$ cat src/rtl/ddr2_bringup_pkg.sv
package ddr2_bringup_pkg;

  typedef enum logic [1:0] {
    CMD_NOP  = 2'd0,
    CMD_PREA = 2'd1,
    CMD_LMR  = 2'd2,
    CMD_REF  = 2'd3
  } sdram_cmd_e;

  typedef enum logic [1:0] {
    GAP_MRD,
    GAP_RP,
    GAP_RFC,
    GAP_DLL
  } gap_kind_e;

  typedef enum logic [1:0] {
    PH_POWER,
    PH_SETTLE,
    PH_RUN,
    PH_READY
  } phase_e;

  typedef struct packed {
    sdram_cmd_e cmd;
    logic [1:0] bank;
    logic [12:0] row;
    gap_kind_e  gap;
  } step_t;

  localparam int unsigned NUM_STEPS = 11;

  // Payload bits the sequencer owns
  localparam logic [12:0] ROW_DLL_OFF = 13'h0001;
  localparam logic [12:0] ROW_OCD     = 13'h0380;
  localparam logic [12:0] ROW_DLL_RST = 13'h0100;
  localparam logic [12:0] ROW_ALLBANK = 13'h0400;

  function automatic int unsigned ns_to_cycles(int unsigned ns, int unsigned mhz);
    return (ns * mhz + 999) / 1000;
  endfunction

  function automatic int unsigned at_least(int unsigned v, int unsigned lo);
    return (v < lo) ? lo : v;
  endfunction

endpackage

$ cat src/rtl/ddr2_delay_timer.sv
module ddr2_delay_timer #(
  parameter int unsigned W         = 16,
  parameter int unsigned RESET_VAL = 0
) (
  input  logic         clk,
  input  logic         rst,
  input  logic         load,
  input  logic [W-1:0] load_val,
  output logic         zero
);

  logic [W-1:0] cnt;

  always_ff @(posedge clk) begin
    if (rst)               cnt <= W'(RESET_VAL);
    else if (load)         cnt <= load_val;
    else if (cnt != '0)    cnt <= cnt - 1'b1;
  end

  assign zero = (cnt == '0);

  // the count falls by one per idle cycle, so gaps are exact
  p_count_down_r8: assert property (@(posedge clk) disable iff (rst)
    (!load && cnt != '0) |=> (cnt == $past(cnt) - 1'b1));

  // once empty and not reloaded, the counter stays empty
  p_hold_empty_r11: assert property (@(posedge clk) disable iff (rst)
    (!load && zero) |=> zero);

endmodule

$ cat src/rtl/ddr2_step_rom.sv
module ddr2_step_rom
  import ddr2_bringup_pkg::*;
#(
  parameter int unsigned IDX_W = 4
) (
  input  logic [IDX_W-1:0] idx,
  input  logic [12:0]      mr_cfg,
  input  logic [12:0]      emr1_cfg,
  input  logic [12:0]      emr2_cfg,
  input  logic [12:0]      emr3_cfg,
  output step_t            step
);

  logic [12:0] e1_base;
  logic [12:0] mr_on;
  logic [12:0] mr_off;

  assign e1_base = emr1_cfg & ~(ROW_DLL_OFF | ROW_OCD);
  assign mr_on   = mr_cfg | ROW_DLL_RST;
  assign mr_off  = mr_cfg & ~ROW_DLL_RST;

  always_comb begin
    step = '{cmd: CMD_NOP, bank: 2'd0, row: 13'd0, gap: GAP_MRD};
    case (idx)
      IDX_W'(0):  step = '{cmd: CMD_PREA, bank: 2'd0, row: ROW_ALLBANK,        gap: GAP_RP};
      IDX_W'(1):  step = '{cmd: CMD_LMR,  bank: 2'd2, row: emr2_cfg,           gap: GAP_MRD};
      IDX_W'(2):  step = '{cmd: CMD_LMR,  bank: 2'd3, row: emr3_cfg,           gap: GAP_MRD};
      IDX_W'(3):  step = '{cmd: CMD_LMR,  bank: 2'd1, row: e1_base,            gap: GAP_MRD};
      IDX_W'(4):  step = '{cmd: CMD_LMR,  bank: 2'd0, row: mr_on,              gap: GAP_DLL};
      IDX_W'(5):  step = '{cmd: CMD_PREA, bank: 2'd0, row: ROW_ALLBANK,        gap: GAP_RP};
      IDX_W'(6):  step = '{cmd: CMD_REF,  bank: 2'd0, row: 13'd0,              gap: GAP_RFC};
      IDX_W'(7):  step = '{cmd: CMD_REF,  bank: 2'd0, row: 13'd0,              gap: GAP_RFC};
      IDX_W'(8):  step = '{cmd: CMD_LMR,  bank: 2'd0, row: mr_off,             gap: GAP_MRD};
      IDX_W'(9):  step = '{cmd: CMD_LMR,  bank: 2'd1, row: e1_base | ROW_OCD,  gap: GAP_MRD};
      IDX_W'(10): step = '{cmd: CMD_LMR,  bank: 2'd1, row: e1_base,            gap: GAP_MRD};
      default:    ;
    endcase
  end

endmodule

$ cat src/rtl/ddr2_bringup_seq.sv
module ddr2_bringup_seq
  import ddr2_bringup_pkg::*;
#(
  parameter int unsigned CLK_MHZ  = 250,
  parameter int unsigned PWRUP_US = 200,
  parameter int unsigned CKE_NS   = 400,
  parameter int unsigned T_RP_NS  = 15,
  parameter int unsigned T_RFC_NS = 128,
  parameter int unsigned T_MRD_CK = 2,
  parameter int unsigned DLL_CK   = 200
) (
  input  logic        clk,
  input  logic        rst,
  input  logic [12:0] mr_cfg,
  input  logic [12:0] emr1_cfg,
  input  logic [12:0] emr2_cfg,
  input  logic [12:0] emr3_cfg,
  output logic        cke,
  output logic [1:0]  cmd,
  output logic [2:0]  ba,
  output logic [15:0] addr,
  output logic        init_done,
  output logic        init_ready
);

  localparam int unsigned PWR_CYC = at_least(PWRUP_US * CLK_MHZ, 1);
  localparam int unsigned CKE_CYC = at_least(ns_to_cycles(CKE_NS, CLK_MHZ), 1);
  localparam int unsigned RP_CYC  = at_least(ns_to_cycles(T_RP_NS, CLK_MHZ), 2);
  localparam int unsigned RFC_CYC = at_least(ns_to_cycles(T_RFC_NS, CLK_MHZ), 2);
  localparam int unsigned MRD_CYC = at_least(T_MRD_CK, 2);
  localparam int unsigned DLL_CYC = at_least(DLL_CK, MRD_CYC);
  localparam int unsigned MAX_CYC = at_least(at_least(at_least(PWR_CYC, CKE_CYC),
                                    at_least(RP_CYC, RFC_CYC)), DLL_CYC);
  localparam int unsigned CNT_W   = $clog2(MAX_CYC + 1);
  localparam int unsigned IDX_W   = $clog2(NUM_STEPS + 1);
  localparam logic [IDX_W-1:0] END_IDX = IDX_W'(NUM_STEPS);

  phase_e           phase;
  logic [IDX_W-1:0] idx;
  step_t            step;
  logic             t_zero;
  logic             t_load;
  logic [CNT_W-1:0] t_val;
  logic [CNT_W-1:0] gap_len;

  sdram_cmd_e  cmd_q;
  logic [2:0]  ba_q;
  logic [15:0] addr_q;
  logic        cke_q;
  logic        done_q;
  logic        ready_q;

  ddr2_step_rom #(.IDX_W(IDX_W)) u_rom (
    .idx      (idx),
    .mr_cfg   (mr_cfg),
    .emr1_cfg (emr1_cfg),
    .emr2_cfg (emr2_cfg),
    .emr3_cfg (emr3_cfg),
    .step     (step)
  );

  always_comb begin
    case (step.gap)
      GAP_RP:  gap_len = CNT_W'(RP_CYC);
      GAP_RFC: gap_len = CNT_W'(RFC_CYC);
      GAP_DLL: gap_len = CNT_W'(DLL_CYC);
      default: gap_len = CNT_W'(MRD_CYC);
    endcase
  end

  // Reload the timer whenever an interval ends and another one begins
  always_comb begin
    t_load = 1'b0;
    t_val  = gap_len - 1'b1;
    if (t_zero) begin
      case (phase)
        PH_POWER: begin
          t_load = 1'b1;
          t_val  = CNT_W'(CKE_CYC - 1);
        end
        PH_SETTLE: t_load = 1'b1;
        PH_RUN:    t_load = (idx != END_IDX);
        default:   t_load = 1'b0;
      endcase
    end
  end

  ddr2_delay_timer #(.W(CNT_W), .RESET_VAL(PWR_CYC - 1)) u_timer (
    .clk      (clk),
    .rst      (rst),
    .load     (t_load),
    .load_val (t_val),
    .zero     (t_zero)
  );

  always_ff @(posedge clk) begin
    if (rst) begin
      phase   <= PH_POWER;
      idx     <= '0;
      cke_q   <= 1'b0;
      cmd_q   <= CMD_NOP;
      ba_q    <= '0;
      addr_q  <= '0;
      done_q  <= 1'b0;
      ready_q <= 1'b0;
    end else begin
      cmd_q  <= CMD_NOP;
      ba_q   <= '0;
      addr_q <= '0;
      done_q <= 1'b0;
      case (phase)
        PH_POWER: if (t_zero) begin
          cke_q <= 1'b1;
          phase <= PH_SETTLE;
        end
        PH_SETTLE, PH_RUN: if (t_zero) begin
          if (phase == PH_RUN && idx == END_IDX) begin
            done_q  <= 1'b1;
            ready_q <= 1'b1;
            phase   <= PH_READY;
          end else begin
            cmd_q  <= step.cmd;
            ba_q   <= {1'b0, step.bank};
            addr_q <= {3'b000, step.row};
            idx    <= idx + 1'b1;
            phase  <= PH_RUN;
          end
        end
        default: ;
      endcase
    end
  end

  assign cke        = cke_q;
  assign cmd        = cmd_q;
  assign ba         = ba_q;
  assign addr       = addr_q;
  assign init_done  = done_q;
  assign init_ready = ready_q;

  // clock enable never drops once raised, short of reset
  p_cke_hold_r1: assert property (@(posedge clk) disable iff (rst)
    cke |=> cke);

  // the bus stays idle while clock enable is low
  p_idle_cke_low_r2: assert property (@(posedge clk) disable iff (rst)
    !cke |-> (cmd == CMD_NOP));

  // precharge-all drives A10 only
  p_prea_a10_r3: assert property (@(posedge clk) disable iff (rst)
    (cmd == CMD_PREA) |-> (addr == 16'h0400 && ba == 3'd0));

  // loads keep the unused high address and bank lines low
  p_load_high_zero_r5: assert property (@(posedge clk) disable iff (rst)
    (cmd == CMD_LMR) |-> (ba[2] == 1'b0 && addr[15:13] == 3'd0));

  // each command lasts a single cycle
  p_one_cycle_cmd_r10: assert property (@(posedge clk) disable iff (rst)
    (cmd != CMD_NOP) |=> (cmd == CMD_NOP));

  // completion pulse is one cycle wide and leaves ready high
  p_done_pulse_r11: assert property (@(posedge clk) disable iff (rst)
    init_done |=> (!init_done && init_ready));

  // ready holds with an idle bus
  p_ready_idle_r11: assert property (@(posedge clk) disable iff (rst)
    init_ready |=> (init_ready && cmd == CMD_NOP));

endmodule

$ cat config.mk
export PLATFORM = sky130hd
export DESIGN_NAME = ddr2_bringup_seq
export DESIGN_NICKNAME = d
export VERILOG_FILES = /design/src/rtl/ddr2_bringup_pkg.sv /design/src/rtl/ddr2_delay_timer.sv /design/src/rtl/ddr2_step_rom.sv /design/src/rtl/ddr2_bringup_seq.sv
export SDC_FILE = /design/constraint.sdc
export NUM_CORES = 1
export LEC_CHECK = 0
export ABC_AREA = 1
export BUFFER_PORTS_ARGS = -buffer_cell sky130_fd_sc_hd__buf_2
export CORE_ASPECT_RATIO = 0.75
export CORE_MARGIN = 2
export CORE_UTILIZATION = 52
export DETAILED_ROUTE_END_ITERATION = 16
export PLACE_DENSITY = 0.87
export SYNTH_ARGS = -nofsm -noshare
export SYNTH_HDL_FRONTEND = slang
export SYNTH_HIERARCHICAL = 1
export SYNTH_SLANG_ARGS = --single-unit
$ cat constraint.sdc
create_clock -name clk -period 2.7 [get_ports clk]
set_input_delay 0.27 -clock clk [delete_from_list [all_inputs] [get_ports clk]]
set_output_delay 0.27 -clock clk [all_outputs]
set_load 0.01 [all_outputs]
After elaboration in Yosys (flattened, before gate mapping)

Index checks and enable logic that the tools add are counted.

Logic and storage cells: 67
Bits in registers: 46
Bits of input ports: 54
Output and inout bits: 24

Bitwise logic cells: 3
Equality and inequality tests: 19
Reductions and logical operators: 18
Multiplexer cells: 13
Add/sub/neg operators: 3

Operator list:

| operator                                                             | count |
|---|---|
| 19-bit one-hot mux with 8 select lines                               | 1 |
| 16-bit two-way mux                                                   | 4 |
| 16-bit by 1-bit subtractor with 16-bit output, second input constant | 2 |
| 8-bit one-hot mux with 3 select lines                                | 1 |
| 4-bit by 3-bit == test with 1-bit output, second input constant      | 4 |
| 4-bit == test, second input constant                                 | 4 |
| 16-bit zero test                                                     | 1 |
| 16-bit nonzero test                                                  | 1 |
| 2-bit OR reduction                                                   | 5 |
| 3-bit AND reduction                                                  | 3 |
| 4-bit by 2-bit == test with 1-bit output, second input constant      | 2 |
| 2-bit == test, second input constant                                 | 3 |
| 4-bit by 1-bit adder with 4-bit output, second input constant        | 1 |
| 2-bit by 1-bit == test with 1-bit output, second input constant      | 2 |
| 4-bit by 1-bit == test with 1-bit output, second input constant      | 1 |
| 4-bit zero test                                                      | 1 |
| 2-bit two-way mux                                                    | 2 |
| 2-bit != test, second input constant                                 | 2 |
| 4-bit != test, second input constant                                 | 1 |
| 2-bit one-hot mux with 2 select lines                                | 1 |
| 2-bit nonzero test                                                   | 2 |
| 4-bit OR reduction                                                   | 1 |
| 1-bit two-way mux                                                    | 3 |
| 1-bit NOT                                                            | 3 |
| 5 further kinds                                                      | 5 |

Depth between registers and ports, before layout

Gate-level depths: netlist of run 1.

Depth in word-level cells: 9
Gate-level depth with buffers: 14
Gate-level depth less buffers: 14

By module

The synthesis of run 1 kept the hierarchy.

By module, submodules not included:

| module           | area an instance (µm²) | instances | sequential area each (µm²) | cells an instance |
|---|---|---|---|---|
| ddr2_bringup_seq | 1049.8                 | 1         | 520.5                      | 125 |
| ddr2_delay_timer | 969.7                  | 1         | 320.3                      | 152 |
| ddr2_step_rom    | 561.8                  | 1         | 0.0                        | 125 |

Least setup slack after synthesis of run 1

No wires, ideal clock.

Kind: register to register
Start: reg u_timer.cnt[0]
End: reg u_timer.cnt[5]
Arrival: 1.964 ns
Data required time: 2.629 ns
Period minus slack after synthesis: 2.035 ns
Cell stages (with the launch flop): 13
Setup slack: 0.665 ns
Path buffers: 2
Library setup time: 0.071 ns
Cell sequence: dfxtp_1 > inv_1 > ha_1 > nand2_2 > nor2_4 > nand3_2 > inv_1 > inv_1 > a211oi_1 > buf_2 > clkbuf_1 > nand2_1 > a21oi_1

Word-level cells in the longest chain between the ends: 3
Elaborated cells on any way between the ends: 8
Classes of those cells: add/sub (1); mux (4); reduce/logical (3)

Ends and longest elaborated chain:

| element                                                         | RTL line               | RTL |
|---|---|---|
| start, declared                                                 | ddr2_delay_timer.sv:12 | `logic [W-1:0] cnt;` |
| start signal, assigned                                          | ddr2_delay_timer.sv:15 | `if (rst) cnt <= W'(RESET_VAL);` |
| start signal, assigned                                          | ddr2_delay_timer.sv:16 | `else if (load) cnt <= load_val;` |
| start signal, assigned                                          | ddr2_delay_timer.sv:17 | `else if (cnt != '0) cnt <= cnt - 1'b1;` |
| 16-bit zero test (*)                                            | ddr2_delay_timer.sv:20 | `assign zero = (cnt == '0);` |
| via t_zero                                                      | ddr2_bringup_seq.sv:41 | `logic t_zero;` |
| 1-bit two-way mux (*)                                           | ddr2_bringup_seq.sv:75 | `if (t_zero) begin` |
| via t_load                                                      | ddr2_bringup_seq.sv:42 | `logic t_load;` |
| 16-bit two-way mux / 2-bit nonzero test (equally long branches) | n/a                    |  |

The timed path passes the listed nets; every way through them passes the cells marked *. The select of a mux whose other input is x is not followed.
A chain may end at the register's enable or synchronous reset.

Worst setup path after layout of run 1

Start: reg u_timer.cnt[0]
End: reg u_timer.cnt[1]

Same word-level chain as after synthesis.

==> results of run 1 <==
-- kinds of logic after synthesis --
kind of cell,after synthesis
adders and majority gates,6
other,2
and+or+nand+nor,241
buffers and inverters,69
AOI/OAI and AO/OA,33
xor gates and xnor gates,9
DFF,42
-- sequential cells by signal (all words and copies together) (netlist names) --
name,cells
ba,2
init_ready,1
idx,4
u_timer/cnt,16
cmd,2
addr,13
phase,2
cke,1
init_done,1
-- worst register-to-register path: cells and delay by family (launching register included) --
kind / cells / cell delay, ns
AO/OA/AOI/OAI: 3 / 0.45
adder cells (fa/ha/maj): 1 / 0.25
buffers and inverters: 4 / 0.60
flip-flops: 1 / 0.34
AND/OR/NAND/NOR: 5 / 0.59
-- cell usage after synthesis, types with 4 or more instances --
library cell  count
a21oi_1          16
buf_4             4
dfxtp_1          42
ha_1              6
inv_1            54
nand2_1         128
nand2_2           6
nand3_1          19
nand3b_1          9
nand4_1           5
nor2_1           50
nor2_2           13
nor2_4            4
o21ai_0           9
xor2_1            7
-- power breakdown --
| group | internal (uW) | switching (uW) | leakage, uW |
|---|---|---|---|
| clock network | 206 | 221 | 0.0000472 |
| registers | 623 | 3.25 | 0.000339 |
| logic | 31.7 | 30.8 | 0.00115 |
| total | 860 | 255 | 0.00154 |
-- layout make-up --
| type | instances | share of cell area [%] |
|---|---|---|
| Clock inverter | 2 | 0.4088 |
| Timing Repair Buffer | 69 | 11.37 |
| Sequential cell | 42 | 27.47 |
| Tap cell | 60 | 2.453 |
| Clock buffer | 6 | 2.698 |
| Multi-Input combinational cell | 302 | 48.45 |
| Inverter | 58 | 7.155 |
-- metal layers --
| metal | global-route usage, % | vias to the layer above | wire, um |
|---|---|---|---|
| met4 | 5.754 | 0 | 31 |
| li1 | - | 1372 | - |
| met1 | 29.72 | 1187 | 2806 |
| met5 | 0 | - | 0 |
| met3 | 5.605 | 4 | 378 |
| met2 | 40.33 | 75 | 2838 |
-- through the flow --
stage	std cells	utilization, %	setup slack, ns	cell area, sq um	power (uW)
finish	539	63.17	0.3856	3060	1115
global route	539	63.17	0.1542	3060	1165
CTS	539	63.17	0.4186	3060	1127
detailed placement	531	61.21	0.4385	2965	701.1
global placement	531	61.21	0.5243	2965	698.3
floorplan	413	-	0.6652	2623	665.4
-- worst max path at each step --
| stage | from | cells after the start | endpoint |
|---|---|---|---|
| CTS | u_timer/cnt[0]$_SDFFE_PP1P_ | 13 | u_timer/cnt[5]$_SDFFE_PP0P_ |
| detailed placement | u_timer/cnt[0]$_SDFFE_PP1P_ | 13 | u_timer/cnt[5]$_SDFFE_PP0P_ |
| floorplan | u_timer/cnt[0]$_SDFFE_PP1P_ | 12 | u_timer/cnt[5]$_SDFFE_PP0P_ |
| global placement | u_timer/cnt[0]$_SDFFE_PP1P_ | 13 | u_timer/cnt[5]$_SDFFE_PP0P_ |
| global route | u_timer/cnt[0]$_SDFFE_PP1P_ | 13 | u_timer/cnt[7]$_SDFFE_PP0P_ |
| finish | u_timer/cnt[0]$_SDFFE_PP1P_ | 13 | u_timer/cnt[1]$_SDFFE_PP1P_ |
-- placed cells by master, fill, tap and decap left out --
cell type	instances
nand2_1	128
buf_2	68
inv_1	54
nor2_1	50
dfxtp_1	42
nand3_1	19
a21oi_1	16
nor2_2	13
conb_1	13
o21ai_0	9
nand3b_1	9
xor2_1	7
nand2_2	6
ha_1	6
clkbuf_8	6
nand4_1	5
nor2_4	4
nor3_1	3
inv_2	3
o211ai_1	3
clkinv_2	2
xnor2_1	2
o21ai_1	2
a211oi_1	1
nand4_4	1
nand3_4	1
o31ai_1	1
clkinvlp_4	1
nand3_2	1
nand2_4	1
a31oi_1	1
buf_4	1
==> qor.yml, run 1 <==
synth:
  synthArstFlopShare_pct: 0
  synth-compound-area-share_pct: 6.932
  synth_edf_count: 0
  synth-xor-area-share_pct: 3.054
  synth_top_family_by_area: "simple AND/OR/NAND/NOR gates"
  netlist_area_sq_um: 2581
  synth_cell_types: 32
  synth_top_area_share_pct: 32.57
  synth_area_leader_cell: "dfxtp_1"
  seq_area_frac_synth_pct: 32.57
  ys_ff_latch: 42
  synth_ff_type: "dfxtp_1"
  synth_fa_ha_area_share_pct: 2.908
  syn-instance-count: 402
  synthMuxAreaShare_pct: 0
  yosys_warnings: 6
  syn_area_per_cell_sq_um: 6.421
  ys_top_cells_by_area: "dfxtp_1 (33%), nand2_1 (19%), inv_1 (7.9%)"
  yosys.area_share.simple_pct: 42.66
worst_setup_path:
  crit_buf_inv: 4
  required_ns: 2.91
  reg2reg_from: "u_timer/cnt[0]$_SDFFE_PP1P_"
  critPathSlowestCell: "dfxtp_1"
  reg2reg_depth: 13
  critPathLaunchType: "flop"
  cp_top_family: "buffers and inverters"
  r2r_slack_ns: 0.39
  crit_type: "flop to flop"
  crit_top_cell: "inv_1"
  path_cells: "inv_1, ha_1, nand2_2, nor2_4, nand3_2, inv_1, inv_1, a211oi_1, buf_4, nand2_1, o21ai_0, nand2_1, o211ai_1"
  critPathMaxFanout: 17
  crit_path_end_kind: "flop"
  crit_arrival_ns: 2.52
  rr_endpoint: "u_timer/cnt[1]$_SDFFE_PP1P_"
  slowest_delay_ns: 0.34
hold_path:
  worstHoldStart: "mr_cfg[3]"
  hold_path_end: "addr[3]$_SDFF_PP0_"
  hold_path_depth: 5
  hp-class: "input port to flop"
die:
  io_pins: 78
  start_util_pct: 53.28
  coreArea_sq_um: 4845
  die_y_um: 65.02
  rows: 22
  dieWidth_um: 85.36
  die_area_sq_um: 5549
place:
  gp_congestion: 0.8511
  io_buffers: 68
  hpwl_um: 4648
routing:
  drtAntennaViolNets: 0
  vias: 2638
  drt_wl_total_um: 6054
  drcViolationCount: 0
  routedWlPerCell_um: 11.23
  viasPerCell: 4.894
  first_pass_iters: 4
  drtIter0Drc: 153
sta:
  setup_viol: 0
  timing.final.crit_share_pct: 85.72
  slew_viol_final: 0
  finalHoldViolations: 0
  finClkSkew_ns: 0.007197
  rsz0062_at_grt: "false"
  period_needed_ns: 2.314
  final.setup.tns_ns: 0
  max_freq_mhz: 432.1
  holdWs_ns: 0.3125
cts:
  cts_buffers: 5
  post_cts_buffers: 0
  root_buffer: "clkbuf_8"
  hold_buffers: 0
  clkSlewWorstSetupHoldPaths_ns: 0.08
  cts_resized: 0
  cts.sinks: 42
  clk_latency_ns: 0.29
  htreeDepth: 2
  cts_tree: "done"
  clockBufferDepth: 2
global_routing:
  track_usage_pct: 23.47
  grt_pass1_wl_um: 10570
  grt_max_degree: 23
  grt_overflow_total: 0
  grt_pass1_vias: 2490
  grt_antenna_before_repair: 0
layout:
  multi_input_area_sq_um: 1483
  ff_latch_area_sq_um: 840.8
  nFillCells: 437
  layout.nets: 538
  syn2layout_area_growth_pct: 18.57
  insertedDiodeCount: 0
  layout-drive-gt1-share_pct: 22.55
power_and_ir_drop:
  power_density_nw_per_um2: 364.4
  leakagePower_uw: 0.001538
  ir_drop_mv: 0.3923
status:
  status: "finished clean"
run:
  maxCapViolCount: 0
(Power assumes the default switching activity.)
==> run 2: changes to the inputs <==
ABC_AREA = not set   (was 1)
CORE_UTILIZATION = 51   (was 52)
PLACE_DENSITY = 0.86   (was 0.87)
==> qor.yml, run 2 <==
hold_path:
  worstHoldStart: "mr_cfg[7]"
  hp-class: "input port to flop"
layout:
  final_util_pct: 64.61
  layout-drive-gt1-share_pct: 27.05
  insertedDiodeCount: 0
  final_common_cell: "buf_2"
  final_cell_mix: "buf_2 (68), dfxtp_1 (42), nand2_1 (21), a21oi_1 (20)"
  top_register: "u_timer/cnt"
  syn2layout_area_growth_pct: 19.18
  fin_cells: 423
  largest_reg_flops: 16
  layout.nets: 426
power_and_ir_drop:
  leakagePower_uw: 0.001245
  power_density_nw_per_um2: 362.3
  ir_drop_mv: 0.2763
  p_total_uw: 1070
sta:
  timing.final.crit_share_pct: 84.77
  max_freq_mhz: 436.9
  finalHoldViolations: 0
  slew_viol_final: 0
  tightest_slew_ns: 0.5172
  fin_ws_ns: 0.4113
  period_needed_ns: 2.289
  finClkSkew_ns: 0.002655
  setup_viol: 0
  max-slew-margin-rel_pct: 65.37
  rsz0062_at_grt: "false"
  final.setup.tns_ns: 0
worst_setup_path:
  critPathMaxFanout: 7
  cp-startpoint: "u_timer/cnt[0]$_SDFFE_PP1P_"
  reg2reg_from: "u_timer/cnt[0]$_SDFFE_PP1P_"
  crit_type: "flop to flop"
  crit_arrival_ns: 2.47
  crit_path_end_kind: "flop"
  required_ns: 2.88
  critPathLaunchType: "flop"
  r2r_slack_ns: 0.41
place:
  io_buffers: 68
  dp_cells: 416
  gp_congestion: 0.8546
  pre_cts_ws_ns: 0.4802
  hpwl_um: 4210
die:
  coreArea_sq_um: 4572
  dieWidth_um: 84.50
  io_pins: 78
  die_area_sq_um: 5440
  start_util_pct: 54.21
  die_y_um: 64.38
  rows: 21
cts:
  clkSlewWorstSetupHoldPaths_ns: 0.07
  cts_tree: "done"
  hold_buffers: 0
  clockBufferDepth: 2
  cts_buffers: 5
  clk_latency_ns: 0.29
  cts.sinks: 42
  post_cts_buffers: 0
  htreeDepth: 2
  cts_resized: 0
  root_buffer: "clkbuf_8"
synth:
  ys_top_cells_by_area: "dfxtp_1 (34%), a22oi_1 (5.5%), and2_1 (4.5%)"
  synth_cell_types: 63
  netlist_area_sq_um: 2479
  syn-instance-count: 292
  synth_area_leader_cell: "dfxtp_1"
  synth.most_common_cell: "dfxtp_1"
  yosys-top-cells-count: "dfxtp_1 (42), nand2_1 (21), a21oi_1 (20)"
  ys_ff_latch: 42
  seq_area_frac_synth_pct: 33.92
  synthArstFlopShare_pct: 0
  synth_top_area_share_pct: 33.92
  syn_area_per_cell_sq_um: 8.488
  yosys_warnings: 6
  synth_edf_count: 0
  synth_ff_type: "dfxtp_1"
routing:
  routedWlPerCell_um: 13.49
  viasPerCell: 5.482
  drcViolationCount: 0
  vias: 2319
  drtIter0Drc: 148
  first_pass_iters: 4
  drtAntennaViolNets: 0
  drt_wl_total_um: 5705
global_routing:
  grt_antenna_before_repair: 0
  grt_pass1_vias: 2080
  track_usage_pct: 21.14
  grt_overflow_total: 0
  grt_max_degree: 31
  grt_pass1_wl_um: 9335
run:
  maxCapViolCount: 0
status:
  status: "finished clean"
run 2: changes by cell type after synthesis, moves of 8 or more:
cell | previous run | this run
nand2_1 | 128 | 21
nor2_1 | 50 | 18
nor2_2 | 13 | 2
nand3_1 | 19 | 5
o22ai_1 | 0 | 8
a22oi_1 | 0 | 18
and2_1 | 0 | 18
inv_1 | 54 | 13
run 2: final timing paths:
path | end | depth (start not counted)
setup reg to reg | idx[0]$_SDFFE_PP0P_ | 7
hold reg to reg | init_ready$_SDFFE_PP0P_ | 2
hold / removal | addr[7]$_SDFF_PP0_ | 4
setup / recovery | idx[0]$_SDFFE_PP0P_ | 7
run 2: routing by layer:
metal  vias up  global-route usage (%)  share of wire (%)  wire [um]
li1       1178                       -                  -          -
met1      1074                   29.94                 50       2830
met2        60                   32.09                 44       2518
met3         7                   4.651                5.2        296
met4         0                   6.548                1.1         60
met5         -                       0                  0          0
run 2: critical path, stage by stage, from the launching register on:
cell      delay [ns]
dfxtp_1         0.33
inv_1           0.11
ha_1            0.31
nand4b_1        0.32
nor2_4          0.25
nand2_1         0.21
a21oi_2         0.27
mux2_2          0.37
run 2: kinds of logic (layout without fill, tap and decap cells):
logic type	count (synthesis)	after routing	share of synthesized area (%)
simple gates	110	110	26.45
compound gates	81	81	22.87
flops	42	42	33.92
buf+inv	36	99	7.976
xor+xnor	13	13	4.594
fa+ha+maj	6	6	3.029
other cells	2	13	0.3030
mux	2	2	0.8581
run 2: power by group:
part / switching [uW] / total (uW) / internal, uW
logic: 30.5 / 63.7 / 33.2
clock network: 201 / 380 / 178
registers: 4.16 / 627 / 623
total: 236 / 1070 / 834
run 2: stage by stage:
stage	hold WS (ns)	cell area (sq um)
3_3_place_gp	0.4321	2878
5_1_grt	0.3507	2954
2_1_floorplan	0.3748	2520
4_1_cts	0.3223	2954
3_5_place_dp	0.4399	2878
6_report	0.3271	2954
run 2: cell type report:
type	instances	area, sq um
Fill cell	402	1618
Multi-Input combinational cell	225	1481
Sequential cell	42	840.8
Timing Repair Buffer	79	435.4
Clock buffer	7	76.32
Tap cell	57	71.32
Inverter	13	48.80
